`config.mk`:
```
export PLATFORM = sky130hd
export DESIGN_NAME = pwm_event_gen
export DESIGN_NICKNAME = d
export VERILOG_FILES = /design/src/rtl/pwm_evt_pkg.sv /design/src/rtl/pwm_evt_counter.sv /design/src/rtl/pwm_evt_decode.sv /design/src/rtl/pwm_evt_action.sv /design/src/rtl/pwm_evt_sel.sv /design/src/rtl/pwm_event_gen.sv
export SDC_FILE = /design/constraint.sdc
export NUM_CORES = 1
export LEC_CHECK = 0
export ABC_AREA = 1
export BUFFER_PORTS_ARGS = -buffer_cell sky130_fd_sc_hd__buf_4
export CORE_UTILIZATION = 40
export CTS_BUF_LIST = sky130_fd_sc_hd__clkbuf_2 sky130_fd_sc_hd__clkbuf_4 sky130_fd_sc_hd__clkbuf_8
export DETAILED_ROUTE_END_ITERATION = 12
export PLACE_DENSITY = 0.73
export RECOVER_POWER = 100
export REMOVE_ABC_BUFFERS = 1
export SLEW_MARGIN = 0
export SYNTH_ARGS = -nofsm -noshare
export SYNTH_HDL_FRONTEND = slang
export SYNTH_SLANG_ARGS = --single-unit
```
`constraint.sdc`:
```
create_clock -name clk -period 3.04 [get_ports clk]
set_input_delay 0.152 -clock clk [delete_from_list [all_inputs] [get_ports clk]]
set_output_delay 0.152 -clock clk [all_outputs]
set_load 0.02 [all_outputs]
```
`src/rtl/pwm_evt_pkg.sv`:
```
package pwm_evt_pkg;
  localparam int NUM_EV = 6;
  localparam int ACT_W  = 2 * NUM_EV;

  // event indices: priority rises with index
  localparam int EV_ZERO  = 0;
  localparam int EV_LOAD  = 1;
  localparam int EV_AUP   = 2;
  localparam int EV_ADOWN = 3;
  localparam int EV_BUP   = 4;
  localparam int EV_BDOWN = 5;

  typedef enum logic [1:0] {
    ACT_KEEP   = 2'd0,
    ACT_TOGGLE = 2'd1,
    ACT_LOW    = 2'd2,
    ACT_HIGH   = 2'd3
  } act_e;

  function automatic logic apply_act(input logic cur, input act_e code);
    case (code)
      ACT_TOGGLE: return ~cur;
      ACT_LOW:    return 1'b0;
      ACT_HIGH:   return 1'b1;
      default:    return cur;
    endcase
  endfunction
endpackage

```
`src/rtl/pwm_evt_counter.sv`:
```
module pwm_evt_counter #(
  parameter int CNT_W = 16
) (
  input  logic             clk,
  input  logic             rst_n,
  input  logic             run_en,
  input  logic             updown,
  input  logic             sync,
  input  logic [CNT_W-1:0] period,
  output logic [CNT_W-1:0] count,
  output logic             count_up
);
  localparam logic [CNT_W-1:0] ONE = {{(CNT_W-1){1'b0}}, 1'b1};

  logic up_q;

  always_ff @(posedge clk or negedge rst_n) begin
    if (!rst_n) begin
      count <= '0;
      up_q  <= 1'b1;
    end else if (sync) begin
      count <= '0;
      up_q  <= 1'b1;
    end else if (run_en) begin
      if (!updown) begin
        count <= (count == '0) ? period : count - ONE;
      end else if (up_q) begin
        if (count >= period) begin
          up_q  <= 1'b0;
          count <= (period == '0) ? '0 : period - ONE;
        end else begin
          count <= count + ONE;
        end
      end else begin
        if (count == '0) begin
          up_q  <= 1'b1;
          count <= (period == '0) ? '0 : ONE;
        end else begin
          count <= count - ONE;
        end
      end
    end
  end

  assign count_up = updown & up_q;

  // sawtooth wraps from zero to the period value
  a_r2_reload: assert property (@(posedge clk) disable iff (!rst_n)
    (run_en && !sync && !updown && count == '0) |=> (count == $past(period)));

  // rising phase of the triangle climbs by one
  a_r3_climb: assert property (@(posedge clk) disable iff (!rst_n)
    (run_en && !sync && count_up && count < period) |=> (count == $past(count) + ONE));

  // sync clears the counter
  a_r11_sync_clear: assert property (@(posedge clk) disable iff (!rst_n)
    sync |=> (count == '0));

  // stopped counter holds
  a_r12_hold: assert property (@(posedge clk) disable iff (!rst_n)
    (!run_en && !sync) |=> $stable(count));
endmodule

```
`src/rtl/pwm_evt_decode.sv`:
```
module pwm_evt_decode
  import pwm_evt_pkg::*;
#(
  parameter int CNT_W = 16
) (
  input  logic              clk,
  input  logic              rst_n,
  input  logic              run_en,
  input  logic              updown,
  input  logic              count_up,
  input  logic [CNT_W-1:0]  count,
  input  logic [CNT_W-1:0]  period,
  input  logic [CNT_W-1:0]  cmp_a,
  input  logic [CNT_W-1:0]  cmp_b,
  output logic [NUM_EV-1:0] ev
);
  logic hit_a, hit_b;

  assign hit_a = run_en && (count == cmp_a);
  assign hit_b = run_en && (count == cmp_b);

  always_comb begin
    ev           = '0;
    ev[EV_ZERO]  = run_en && (count == '0);
    ev[EV_LOAD]  = run_en && (count == period);
    ev[EV_AUP]   = hit_a && count_up;
    ev[EV_ADOWN] = hit_a && !count_up;
    ev[EV_BUP]   = hit_b && count_up;
    ev[EV_BDOWN] = hit_b && !count_up;
  end

  // no up-qualified compare events in sawtooth mode
  a_r6_no_up_sawtooth: assert property (@(posedge clk) disable iff (!rst_n)
    !updown |-> (!ev[EV_AUP] && !ev[EV_BUP]));

  // a stopped timer emits no events
  a_r12_no_events: assert property (@(posedge clk) disable iff (!rst_n)
    !run_en |-> (ev == '0));
endmodule

```
`src/rtl/pwm_evt_action.sv`:
```
module pwm_evt_action
  import pwm_evt_pkg::*;
(
  input  logic              clk,
  input  logic              rst_n,
  input  logic [NUM_EV-1:0] ev,
  input  logic [ACT_W-1:0]  act,
  output logic              pwm_o
);
  act_e code;

  // later (higher-index) events overwrite earlier ones
  always_comb begin
    code = ACT_KEEP;
    for (int k = 0; k < NUM_EV; k++) begin
      if (ev[k] && act[2*k +: 2] != 2'b00) code = act_e'(act[2*k +: 2]);
    end
  end

  always_ff @(posedge clk or negedge rst_n) begin
    if (!rst_n) pwm_o <= 1'b0;
    else        pwm_o <= apply_act(pwm_o, code);
  end

  // without an event the output holds
  a_r7_idle_hold: assert property (@(posedge clk) disable iff (!rst_n)
    (ev == '0) |=> $stable(pwm_o));

  // a drive-high decision shows on the next cycle
  a_r7_drive_high: assert property (@(posedge clk) disable iff (!rst_n)
    (code == ACT_HIGH) |=> pwm_o);
endmodule

```
`src/rtl/pwm_evt_sel.sv`:
```
module pwm_evt_sel
  import pwm_evt_pkg::*;
(
  input  logic              clk,
  input  logic              rst_n,
  input  logic [NUM_EV-1:0] ev,
  input  logic [NUM_EV-1:0] sel,
  output logic              hit
);
  always_ff @(posedge clk or negedge rst_n) begin
    if (!rst_n) hit <= 1'b0;
    else        hit <= |(ev & sel);
  end

  // no selected event, no pulse
  a_r9_sel_quiet: assert property (@(posedge clk) disable iff (!rst_n)
    ((ev & sel) == '0) |=> !hit);
endmodule

```
`src/rtl/pwm_event_gen.sv`:
```
module pwm_event_gen
  import pwm_evt_pkg::*;
#(
  parameter int CNT_W = 16
) (
  input  logic              clk,
  input  logic              rst_n,
  input  logic              run_en,
  input  logic              updown,
  input  logic              sync,
  input  logic [CNT_W-1:0]  period,
  input  logic [CNT_W-1:0]  cmp_a,
  input  logic [CNT_W-1:0]  cmp_b,
  input  logic [ACT_W-1:0]  act_a,
  input  logic [ACT_W-1:0]  act_b,
  input  logic [NUM_EV-1:0] irq_sel,
  input  logic [NUM_EV-1:0] trig_sel,
  output logic [CNT_W-1:0]  count,
  output logic              count_up,
  output logic [NUM_EV-1:0] events,
  output logic              pwm_a,
  output logic              pwm_b,
  output logic              irq,
  output logic              adc_trig
);
  localparam int NUM_OUT = 2;

  logic [ACT_W-1:0]  act_tab [NUM_OUT];
  logic [NUM_EV-1:0] sel_tab [NUM_OUT];
  logic [NUM_OUT-1:0] pwm_vec;
  logic [NUM_OUT-1:0] pulse_vec;

  assign act_tab[0] = act_a;
  assign act_tab[1] = act_b;
  assign sel_tab[0] = irq_sel;
  assign sel_tab[1] = trig_sel;

  pwm_evt_counter #(.CNT_W(CNT_W)) u_cnt (
    .clk(clk), .rst_n(rst_n), .run_en(run_en), .updown(updown), .sync(sync),
    .period(period), .count(count), .count_up(count_up)
  );

  pwm_evt_decode #(.CNT_W(CNT_W)) u_dec (
    .clk(clk), .rst_n(rst_n), .run_en(run_en), .updown(updown),
    .count_up(count_up), .count(count), .period(period),
    .cmp_a(cmp_a), .cmp_b(cmp_b), .ev(events)
  );

  for (genvar g = 0; g < NUM_OUT; g++) begin : g_out
    pwm_evt_action u_act (
      .clk(clk), .rst_n(rst_n), .ev(events), .act(act_tab[g]), .pwm_o(pwm_vec[g])
    );
    pwm_evt_sel u_sel (
      .clk(clk), .rst_n(rst_n), .ev(events), .sel(sel_tab[g]), .hit(pulse_vec[g])
    );
  end

  assign pwm_a    = pwm_vec[0];
  assign pwm_b    = pwm_vec[1];
  assign irq      = pulse_vec[0];
  assign adc_trig = pulse_vec[1];
endmodule

```
==> impl_summary.log, run 1 <==
[metrics] commonest non-fill, non-tap cell in the layout: sky130_fd_sc_hd__nand2_1
[metrics] critical path arrival: 3070 ps
[metrics] pwr dens: 431 nW/um2
[metrics] Crit Reg-Reg Startpoint: u_cnt.count[1]
[metrics] type of the worst setup path: reg2reg
[metrics] synthesized area: roughly 4200 um2
[metrics] required time at the endpoint of the critical path: between 3000 and 4000 ps
[metrics] Netlist cell types: 44
[metrics] setup slack on the worst flop-to-flop path: approximately 160 ps
[metrics] endpoint of the lowest-slack register-to-register path: g_out[0].u_act.pwm_o
[metrics] H-Tree Level Count: 1
[metrics] Finish-stage setup viols: 0
[metrics] post-layout total power: 2250 uW
[metrics] cell repeated most along the worst path: sky130_fd_sc_hd__nand2_1
[metrics] worst voltage drop across the vdd grid: roughly 0.25 mV
[metrics] kind of start point of the critical path: register
[metrics] startpoint of the most critical hold path: trig_sel[5]
[metrics] Root Buffer Master: sky130_fd_sc_hd__clkbuf_8
[metrics] post-detailed-route wirelength per cell: between 15 and 20 um
[metrics] via count of the first global-routing pass: between 4000 and 5000
[metrics] gp weighted congestion: a little under 1
[metrics] largest stage delay on the critical path: a little under 500 ps
[metrics] GRT Residual Overflow: 0
[metrics] DR DRC count: 0
[metrics] global-route wire length before repair: ~25 mm
[metrics] leakage power: around 0.0026 uW
[metrics] type of destination of the critical path: register
[metrics] length in cells of the worst reg-to-reg path: 19
[metrics] clock latency at the later pin of the worst-skew pair: between 200 and 300 ps
[metrics] Achievable Freq: 347 MHz
[metrics] clock tree from TritonCTS: built
[metrics] clock-pin slew of the registers on the worst-case setup and hold paths: 90 ps
[metrics] Worst Hold End: g_out[1].u_sel.hit
[metrics] antenna diode count: 0
[metrics] number of flip-flops and latches in the synthesized netlist: 21
[metrics] ratio of cells with drive above 1 in the final layout: between 20% and 30%
[metrics] total number of vias: 5321
[metrics] run status: finished clean
[metrics] First DRT Iteration DRCs: 480
[metrics] post-synthesis cell count: ~730
[metrics] cells resized by post-CTS repair: 0
[metrics] min cycle time layout: just under 3000 ps
[metrics] Clock Tree Buf Depth: 2
[metrics] Port Buf Inserts: 115
[metrics] ports placed on the boundary: about 120
[metrics] DIE WIDTH: roughly 100 um
[metrics] area enclosed by the die boundary: approximately 11000 um2
[metrics] post-detailed-placement half-perimeter wirelength: about 13 mm
[metrics] Synth warnings: 0
[metrics] most used cells in the layout excluding fill and tap cells: sky130_fd_sc_hd__nand2_1 (231), sky130_fd_sc_hd__buf_4 (109), sky130_fd_sc_hd__inv_1 (70)
[metrics] clock skew after layout: 8.99 ps
[metrics] total count of hold-check failures in the final report: 0
[metrics] initial standard-cell utilization of the core: between 40% and 50%
[metrics] All-Layer GR Usage: 28.9%
[metrics] cell with the largest stage delay on the worst path: sky130_fd_sc_hd__dfrtp_1
[metrics] layout overhead on the synthesized area: 24.1%
[metrics] post-route antenna net violation count: 0
[metrics] Vert. Die Dim: between 100 and 150 um
[metrics] Worst Path Max Fanout: 6
[metrics] placeable core region: 10300 um2
[metrics] maximum number of pins on one net before global-route repair: 31
[metrics] number of nets in the layout: about 950
[metrics] number of cell rows: 37
[metrics] total count of max-transition violations in the final report: 0
[metrics] TritonCTS sink count: 21
[metrics] worst hold path cell count: 3
[metrics] unrepaired setup endpoints after global routing: no
[metrics] Period Utilization, post-route: a little over nine tenths
[metrics] Least-Margin Pin Slew: between 1000 and 1500 ps
[metrics] routed via count divided by cell count: around 5.4
[metrics] iteration count of the initial detailed-routing pass: 5
[metrics] max cap viols: 0
[metrics] Avg Cell Area, Syn: 5.80 um2
[metrics] layout filler cell count: ~1200
[metrics] setup total negative slack: 0 ps
[metrics] total wire length after detailed routing: around 16 mm
[metrics] CP Cell Sequence: inv_1 > ha_1 > nand2_1 > nor2_1 > nand2_2 > nor2_4 > nand3_1 > nand2_1 > nand2_1 > nand2_1 > nand2_1 > nand2_1 > nand2_1 > nand2_1 > nand2_1 > nand2_1 > nand2_1 > nand2_1 > inv_1
[metrics] Seq/Total Area, Yosys: 12.5%
[metrics] CTS Buf Count: 3
[metrics] antenna violations before repair: 0
[metrics] worst hold path class: in2reg
[metrics] relative slew slack: between 10% and 20%
[layout make-up]
cell class	instances	area (um2)	area share (%)
multi-input combinational	597	3220	61.5
tap	136	170	3.25
timing repair buffer	135	938	17.9
clock buffer	4	48.8	0.933
inverter	87	328	6.27
sequential	21	527	10.1
[sequential cells by signal, indices dropped and copies added (netlist names)]
signal and count:
g_out.u_sel.hit 2, g_out.u_act.pwm_o 2, u_cnt.count 16, u_cnt.up_q 1
[cell families after synthesis]
kind of cell / share of synthesized area, %
simple gates: 48.5
compound gates: 14.0
fa+ha+maj: 5.94
buf+inv: 10.9
flops: 12.5
xor+xnor: 8.11
[routing by layer]
layer | share of wire (%) | vias to the layer above | global-route usage [%]
li1 | - | 2632 | -
met1 | 43 | 2357 | 40.2
met2 | 45 | 289 | 45.0
met3 | 9.7 | 43 | 4.68
met4 | 2.5 | 0 | 9.96
met5 | 0 | - | 0
[worst max path at each step]
stage	cells after the start	slack (ps)	startpoint	endpoint
after floorplan	10	290	u_cnt.up_q	g_out[0].u_act.pwm_o
after global placement	19	280	u_cnt.count[1]	g_out[1].u_act.pwm_o
after detailed placement	19	300	u_cnt.count[1]	g_out[1].u_act.pwm_o
after CTS	19	280	u_cnt.count[1]	g_out[1].u_act.pwm_o
after global routing	19	4	u_cnt.count[1]	g_out[1].u_act.pwm_o
final	19	160	u_cnt.count[1]	g_out[0].u_act.pwm_o
[cells in the mapped netlist (all sizes together)]
cell type,instances,area share [%]
xor2,34,7.1
or4,1,0.18
nor2,69,7.6
o21bai,1,0.18
o221ai,7,1.5
inv,85,7.6
nor3b,3,0.53
o21a,1,0.18
a22o,2,0.42
a21oi,37,4.4
a211oi,2,0.36
o21ai,39,4.6
o22ai,3,0.45
o211ai,10,1.8
clkbuf,5,0.45
buf,16,2.7
nand3,58,7.1
dfstp,1,0.62
ha,20,5.9
dfrtp,20,12
nand4,15,2.2
xnor2,5,1.0
or2,12,1.8
nor3,24,4.5
nand2,238,22
clkinv,2,0.21
nand3b,2,0.36
a221oi,1,0.21
nor4,12,2.4
nor4b,1,0.21
[stage by stage]
step	hold WS, ps	setup WS [ps]	area (um2)	cells	util [%]
finish	106	159	5230	980	50.9
global route	132	4.45	5230	980	50.9
CTS	111	283	5330	980	51.9
detailed placement	64.5	296	5270	975	51.3
global placement	61.2	280	5270	975	51.3
floorplan	-144	293	4080	705	-
[worst max-delay path, delay by kind of cell (launching register included)]
kind | cells | cell delay (ps)
flops | 1 | 490
fa+ha+maj | 1 | 290
buf+inv | 2 | 300
simple gates | 16 | 1710
[repair_timing]
action / in CTS / in global routing
hold endpoints to repair: 20 / 0
hold buffers: 1 / 0
setup buffers: 0 / 0
[where the power goes]
part	internal [uW]	leakage, uW	switching [uW]	total [uW]
Clock	103	0.0000262	110	213
Combinational	573	0.00233	1040	1620
Sequential	338	0.000278	84.5	423
Total	1010	0.00263	1240	2250
Note: power is estimated with default switching activity, not from simulation.
==> inputs of run 2 (changes only) <==
--- a/config.mk
+++ b/config.mk
@@ -7,10 +7,10 @@
 export LEC_CHECK = 0
 export ABC_AREA = 1
 export BUFFER_PORTS_ARGS = -buffer_cell sky130_fd_sc_hd__buf_4
-export CORE_UTILIZATION = 40
+export CORE_UTILIZATION = 35
 export CTS_BUF_LIST = sky130_fd_sc_hd__clkbuf_2 sky130_fd_sc_hd__clkbuf_4 sky130_fd_sc_hd__clkbuf_8
 export DETAILED_ROUTE_END_ITERATION = 12
-export PLACE_DENSITY = 0.73
+export PLACE_DENSITY = 0.66
 export RECOVER_POWER = 100
 export REMOVE_ABC_BUFFERS = 1
 export SLEW_MARGIN = 0
==> impl_summary.log, run 2 (synthesis results as in run 1) <==
[metrics] run status: finished, violations left
[metrics] violated checks: design-rule violations
[metrics] iteration count of the initial detailed-routing pass: 10
[metrics] dpl cells: a little under 1000
[metrics] post-place setup slack: 411 ps
[metrics] number of nets in the layout: 960
[metrics] leakage power: between 0.002 and 0.003 uW
[metrics] kind of start point of the critical path: register
[metrics] gp weighted congestion: a little under 1
[metrics] footprint of the flip-flops and latches: between 500 and 600 um2
[metrics] area occupied by multi-input gates: approximately 3200 um2
[metrics] Vert. Die Dim: between 100 and 150 um
[metrics] maximum number of pins on one net before global-route repair: 22
[metrics] total wire length after detailed routing: 16.5 mm
[metrics] worst voltage drop across the vdd grid: 0.184 mV
[metrics] worst hold path class: in2reg
[metrics] most used cells in the layout excluding fill and tap cells: sky130_fd_sc_hd__nand2_1 (231), sky130_fd_sc_hd__buf_4 (120), sky130_fd_sc_hd__inv_1 (69)
[metrics] min cycle time layout: 2820 ps
[metrics] total count of hold-check failures in the final report: 0
[metrics] via count of the first global-routing pass: a little under 5000
[metrics] total number of vias: about 5300
[metrics] Port Buf Inserts: between 100 and 150
[metrics] Root Buffer Master: sky130_fd_sc_hd__clkbuf_8
[metrics] max cap viols: 0
[metrics] DIE WIDTH: about 110 um
[metrics] largest registers: u_cnt.count x16, g_out.u_act.pwm_o x2, g_out.u_sel.hit x2
[metrics] required time at the endpoint of the critical path: 2890 ps
[metrics] GRT Residual Overflow: 0
[metrics] layout filler cell count: around 1200
[metrics] total count of max-transition violations in the final report: 0
[metrics] global-route wire length before repair: 25.7 mm
[metrics] H-Tree Level Count: 1
[metrics] clock-pin slew of the registers on the worst-case setup and hold paths: roughly 100 ps
[metrics] layout overhead on the synthesized area: 25.3%
[metrics] antenna violations before repair: 0
[metrics] Least-Margin Pin Slew: approximately 1400 ps
[metrics] DR DRC count: 4
[metrics] pwr dens: around 430 nW/um2
[metrics] Clock Tree Buf Depth: 2
[metrics] register with the highest flop count: u_cnt.count
[metrics] max reg flops: 16
[metrics] CTS Buf Count: 3
[metrics] TritonCTS sink count: 21
[metrics] All-Layer GR Usage: 26.4%
[metrics] antenna diode count: 0
[metrics] placeable core region: approximately 12000 um2
[metrics] Finish-stage setup viols: 0
[metrics] post-detailed-placement half-perimeter wirelength: 13.5 mm
[metrics] Worst Path Max Fanout: 11
[metrics] post-detailed-route wirelength per cell: between 15 and 20 um
[metrics] First DRT Iteration DRCs: roughly 600
[metrics] ports placed on the boundary: ~120
[metrics] type of the worst setup path: reg2out
[metrics] unrepaired setup endpoints after global routing: no
[metrics] type of destination of the critical path: output pin
[metrics] critical path arrival: approximately 2700 ps
[metrics] number of cell rows: 39
[metrics] relative slew slack: 9.09%
[metrics] clock tree from TritonCTS: built
[metrics] Achievable Freq: 354 MHz
[metrics] clock skew after layout: around 11 ps
[metrics] clock latency at the later pin of the worst-skew pair: ~280 ps
[metrics] commonest non-fill, non-tap cell in the layout: sky130_fd_sc_hd__nand2_1
[metrics] Worst Setup Slack, final: 217 ps
[metrics] cells resized by post-CTS repair: 0
[metrics] post-route antenna net violation count: 0
[metrics] final cell count without fillers: 993
[metrics] routed via count divided by cell count: ~5.3
[metrics] area enclosed by the die boundary: about 12000 um2
[metrics] initial standard-cell utilization of the core: a little over a third
[metrics] setup total negative slack: 0 ps
[metrics] Period Utilization, post-route: about 93%
[metrics] ratio of cells with drive above 1 in the final layout: between 20% and 30%
==> run 2: power by group <==
group          switching (uW)  total, uW  internal (uW)
registers                65.8        404            339
clock network             118        210           92.1
logic                    1070       1660            590
total                    1250       2270           1020
==> run 2: critical path, stage by stage, from the launching register on <==
cell                       delay, ps
sky130_fd_sc_hd__dfrtp_1         350
sky130_fd_sc_hd__clkbuf_1        570
sky130_fd_sc_hd__xnor2_1         210
sky130_fd_sc_hd__nand3_1         100
sky130_fd_sc_hd__nor3_1          190
sky130_fd_sc_hd__nand3_1         140
sky130_fd_sc_hd__nor4_2          550
sky130_fd_sc_hd__clkbuf_2        290
==> run 2: timing repair <==
action,4_1_cts,5_1_grt
hold endpoints to repair,20,0
buffers inserted,0,0
hold buffers,1,0
==> run 2: area by class of cell <==
cell class / instances / share of cell area [%]
Sequential cell: 21 / 9.97
Timing Repair Buffer: 141 / 18.7
Clock buffer: 3 / 0.782
Tap cell: 143 / 3.39
Multi-Input combinational cell: 597 / 60.9
Inverter: 87 / 6.21
Clock inverter: 1 / 0.0948
==> run 2: routing by layer <==
layer	part of all wire, %	wire length [um]	vias to the layer above	GRT usage [%]
met2	45	7460	269	41.7
met5	0	0	-	0
met1	43	7170	2372	38.1
li1	-	-	2647	-
met4	1.5	246	0	5.14
met3	10	1650	21	3.59
==> run 2: final timing paths <==
check	slack, ps	startpoint	endpoint	depth (start not counted)
max	220	u_cnt.count[8]	events[5]	7
max reg2reg	230	u_cnt.count[14]	u_cnt.count[1]	11
min in group asynchronous	690	rst_n	g_out[1].u_sel.hit	2
min reg2reg	560	u_cnt.up_q	u_cnt.up_q	2
max in group asynchronous	1530	rst_n	u_cnt.count[5]	2
min	90	trig_sel[5]	g_out[1].u_sel.hit	3
==> run 2: metrics by stage <==
stage	cell area, um2	power [uW]	util (%)	hold slack, ps
floorplan	4080	1450	-	-144
finish	5280	2270	45.7	87.9
global placement	5310	2080	45.9	78.6
global route	5280	2460	45.7	123
CTS	5370	2290	46.4	90.9
detailed placement	5310	2070	45.9	71.7
==> inputs of run 3 (changes only) <==
--- a/config.mk
+++ b/config.mk
@@ -5,12 +5,10 @@
 export SDC_FILE = /design/constraint.sdc
 export NUM_CORES = 1
 export LEC_CHECK = 0
-export ABC_AREA = 1
 export BUFFER_PORTS_ARGS = -buffer_cell sky130_fd_sc_hd__buf_4
 export CORE_UTILIZATION = 35
-export CTS_BUF_LIST = sky130_fd_sc_hd__clkbuf_2 sky130_fd_sc_hd__clkbuf_4 sky130_fd_sc_hd__clkbuf_8
 export DETAILED_ROUTE_END_ITERATION = 12
-export PLACE_DENSITY = 0.66
+export PLACE_DENSITY = 0.67
 export RECOVER_POWER = 100
 export REMOVE_ABC_BUFFERS = 1
 export SLEW_MARGIN = 0
==> impl_summary.log, run 3 <==
[metrics] area occupied by multi-input gates: just over 3000 um2
[metrics] primary flip-flop cell chosen by synthesis mapping: sky130_fd_sc_hd__dfrtp_1
[metrics] number of cell rows: 38
[metrics] switching pwr: around 930 uW
[metrics] type of the worst setup path: reg2reg
[metrics] antenna diode count: 0
[metrics] Port Buf Inserts: between 100 and 150
[metrics] iteration count of the initial detailed-routing pass: 5
[metrics] setup slack on the worst flop-to-flop path: 150 ps
[metrics] DR DRC count: 0
[metrics] TritonCTS sink count: 21
[metrics] largest registers: u_cnt.count x16, g_out.u_act.pwm_o x2, g_out.u_sel.hit x2
[metrics] final cell utilization of the core: 46.0%
[metrics] library cell with the highest instance count after synthesis: sky130_fd_sc_hd__xnor2_1
[metrics] CTS Buf Count: 3
[metrics] area enclosed by the die boundary: roughly 12000 um2
[metrics] ports placed on the boundary: about 120
[metrics] Synth warnings: 0
[metrics] total number of vias: approximately 4700
[metrics] initial standard-cell utilization of the core: a little over a third
[metrics] post-detailed-placement half-perimeter wirelength: roughly 13 mm
[metrics] number of flip-flops and latches in the synthesized netlist: 21
[metrics] largest cells by area after synthesis: sky130_fd_sc_hd__dfrtp_1 (13%), sky130_fd_sc_hd__xnor2_1 (11%), sky130_fd_sc_hd__ha_1 (6.4%)
[metrics] commonest non-fill, non-tap cell in the layout: sky130_fd_sc_hd__buf_4
[metrics] DIE WIDTH: 108 um
[metrics] run status: finished, violations left
[metrics] cell types with the highest counts after synthesis: sky130_fd_sc_hd__xnor2_1 (50), sky130_fd_sc_hd__nand2_1 (44), sky130_fd_sc_hd__nor2_1 (34)
[metrics] H-Tree Level Count: 1
[metrics] ratio of cells with drive above 1 in the final layout: between 20% and 30%
[metrics] max reg flops: 16
[metrics] placeable core region: around 11000 um2
[metrics] kind of start point of the critical path: register
[metrics] required time at the endpoint of the critical path: roughly 3300 ps
[metrics] pwr dens: roughly 380 nW/um2
[metrics] unrepaired setup endpoints after global routing: no
[metrics] max cap viols: 1
[metrics] number of enable-type register cells in the synthesized netlist: 0
[metrics] total wire length after detailed routing: 16.2 mm
[metrics] type of destination of the critical path: register
[metrics] synthesized area: 3930 um2
[metrics] total count of max-transition violations in the final report: 22
[metrics] Post-Layout Inst Area: 5010 um2
[metrics] post-synthesis cell count: 538
[metrics] clock-pin slew of the registers on the worst-case setup and hold paths: around 100 ps
[metrics] Avg Cell Area, Syn: between 7 and 8 um2
[metrics] worst hold path class: in2reg
[metrics] relative slew slack: -1.55%
[metrics] gp weighted congestion: approximately 0.94
[metrics] Finish-stage setup viols: 0
[metrics] area share of the leading cell type in the synthesized netlist: ~13%
[metrics] GRT Residual Overflow: 0
[metrics] leakage power: ~0.0021 uW
[metrics] post-detailed-route wirelength per cell: ~20 um
[metrics] clock tree from TritonCTS: built
[metrics] combinational fraction of design power: between 60% and 70%
[metrics] Netlist cell types: 66
[metrics] Clock Tree Buf Depth: 2
[metrics] layout overhead on the synthesized area: 27.3%
[metrics] Yosys top cell by area: sky130_fd_sc_hd__dfrtp_1
[metrics] Period Utilization, post-route: around 95%
[metrics] Seq/Total Area, Yosys: 13.4%
[metrics] Least-Margin Pin Slew: roughly 1500 ps
[metrics] Vert. Die Dim: between 100 and 150 um
[metrics] final worst hold slack: between 100 and 150 ps
[metrics] violated checks: max-capacitance violations, max-slew violations
[metrics] global-route wire length before repair: around 25 mm
[metrics] Root Buffer Master: sky130_fd_sc_hd__clkbuf_8
[metrics] antenna violations before repair: 0
[metrics] number of nets in the layout: between 700 and 800
[metrics] worst voltage drop across the vdd grid: approximately 0.21 mV
[metrics] post-place instance area: 5010 um2
[metrics] Worst Path Max Fanout: 9
[metrics] post-route antenna net violation count: 0
[metrics] clock group share of total power: 11.6%
[metrics] switching portion of total power: about 49%
[metrics] fraction of registers with async set/reset: 100%
[metrics] layout filler cell count: around 1100
[metrics] sequential group share of total power: about a fifth
[metrics] post-layout total power: about 1900 uW
[metrics] via count of the first global-routing pass: approximately 4600
[metrics] maximum number of pins on one net before global-route repair: 31
[metrics] All-Layer GR Usage: between 20% and 30%
[metrics] most used cells in the layout excluding fill and tap cells: sky130_fd_sc_hd__buf_4 (127), sky130_fd_sc_hd__xnor2_1 (50), sky130_fd_sc_hd__nand2_1 (44)
[metrics] total count of hold-check failures in the final report: 0
[metrics] min cycle time layout: 2890 ps
[metrics] Internal Dissipation: ~960 uW
[metrics] footprint of the flip-flops and latches: 527 um2
[metrics] register with the highest flop count: u_cnt.count
[metrics] clock skew after layout: roughly 4.5 ps
[metrics] Achievable Freq: approximately 350 MHz
[metrics] clock latency at the later pin of the worst-skew pair: 280 ps
[metrics] First DRT Iteration DRCs: around 420
[metrics] routed via count divided by cell count: 5.90
[metrics] critical path arrival: 3110 ps
==> run 3: cell types whose count changed after synthesis, moves of 17 or more <==
cell	change
sky130_fd_sc_hd__nand2_1	-187
sky130_fd_sc_hd__inv_1	-45
sky130_fd_sc_hd__xnor2_1	+45
sky130_fd_sc_hd__nand3_1	-27
sky130_fd_sc_hd__xor2_1	-23
sky130_fd_sc_hd__nor2_1	-21
sky130_fd_sc_hd__mux2i_1	+17
==> run 3: power by group through the flow <==
stage          clock, uW  combinational [uW]  sequential [uW]
3_3_place_gp           0                1270              392
4_1_cts              224                1290              389
5_1_grt              236                1390              395
3_5_place_dp           0                1280              395
2_1_floorplan          0                 655              486
6_report             219                1280              391
==> run 3: logic make-up after synthesis <==
family	share of synthesized area, %
xor gates and xnor gates	15.6
AOI/OAI and AO/OA	21.2
and+or+nand+nor	31.0
muxes	4.61
buffers and inverters	7.82
adders and majority gates	6.36
DFF	13.4
==> run 3: area by class of cell <==
| cell class | count | share of cell area [%] |
|---|---|---|
| Inverter | 25 | 1.87 |
| Tap cell | 140 | 3.50 |
| Multi-Input combinational cell | 451 | 62.0 |
| Timing Repair Buffer | 149 | 21.2 |
| Clock inverter | 1 | 0.0999 |
| Sequential cell | 21 | 10.5 |
| Clock buffer | 3 | 0.824 |
==> run 3: metal layers <==
metal / routed length (um) / GRT usage, %
met5: 0 / 0
met2: 7200 / 46.0
met4: 611 / 12.0
met1: 7030 / 35.9
met3: 1340 / 3.86
==> run 3: final timing paths <==
| kind | start | to | depth (start not counted) |
|---|---|---|---|
| min in group asynchronous | rst_n | g_out[0].u_sel.hit | 2 |
| max | u_cnt.count[7] | g_out[1].u_act.pwm_o | 10 |
| max in group asynchronous | rst_n | u_cnt.count[0] | 2 |
| min | irq_sel[1] | g_out[0].u_sel.hit | 3 |
| min reg2reg | g_out[0].u_act.pwm_o | g_out[0].u_act.pwm_o | 3 |
| max reg2reg | u_cnt.count[7] | g_out[1].u_act.pwm_o | 10 |
==> run 3: stage by stage <==
| stage | setup WS, ps | cells | TNS [ps] |
|---|---|---|---|
| 4_1_cts | 188 | 789 | 0 |
| 5_1_grt | 8.01 | 790 | 0 |
| 6_report | 146 | 790 | 0 |
| 3_3_place_gp | 213 | 784 | 0 |
| 3_5_place_dp | 221 | 784 | 0 |
| 2_1_floorplan | -209 | 497 | -418 |
==> run 3: timing repair <==
action | CTS | global route
resized for setup | 0 | 1
setup endpoints to repair | 0 | 3
hold buffers | 1 | 0
buffers inserted | 0 | 1
hold endpoints to repair | 20 | 0
==> run 3: critical path: stages, from the launching register on <==
cell and delay, ps:
sky130_fd_sc_hd__dfrtp_1 390, sky130_fd_sc_hd__clkbuf_1 500, sky130_fd_sc_hd__xnor2_1 190, sky130_fd_sc_hd__nand4_1 110, sky130_fd_sc_hd__nor4_1 310, sky130_fd_sc_hd__clkbuf_1 250, sky130_fd_sc_hd__and2_0 400, sky130_fd_sc_hd__nand2_1 150
sky130_fd_sc_hd__a221oi_2 320, sky130_fd_sc_hd__a211oi_1 70, sky130_fd_sc_hd__a21oi_1 140
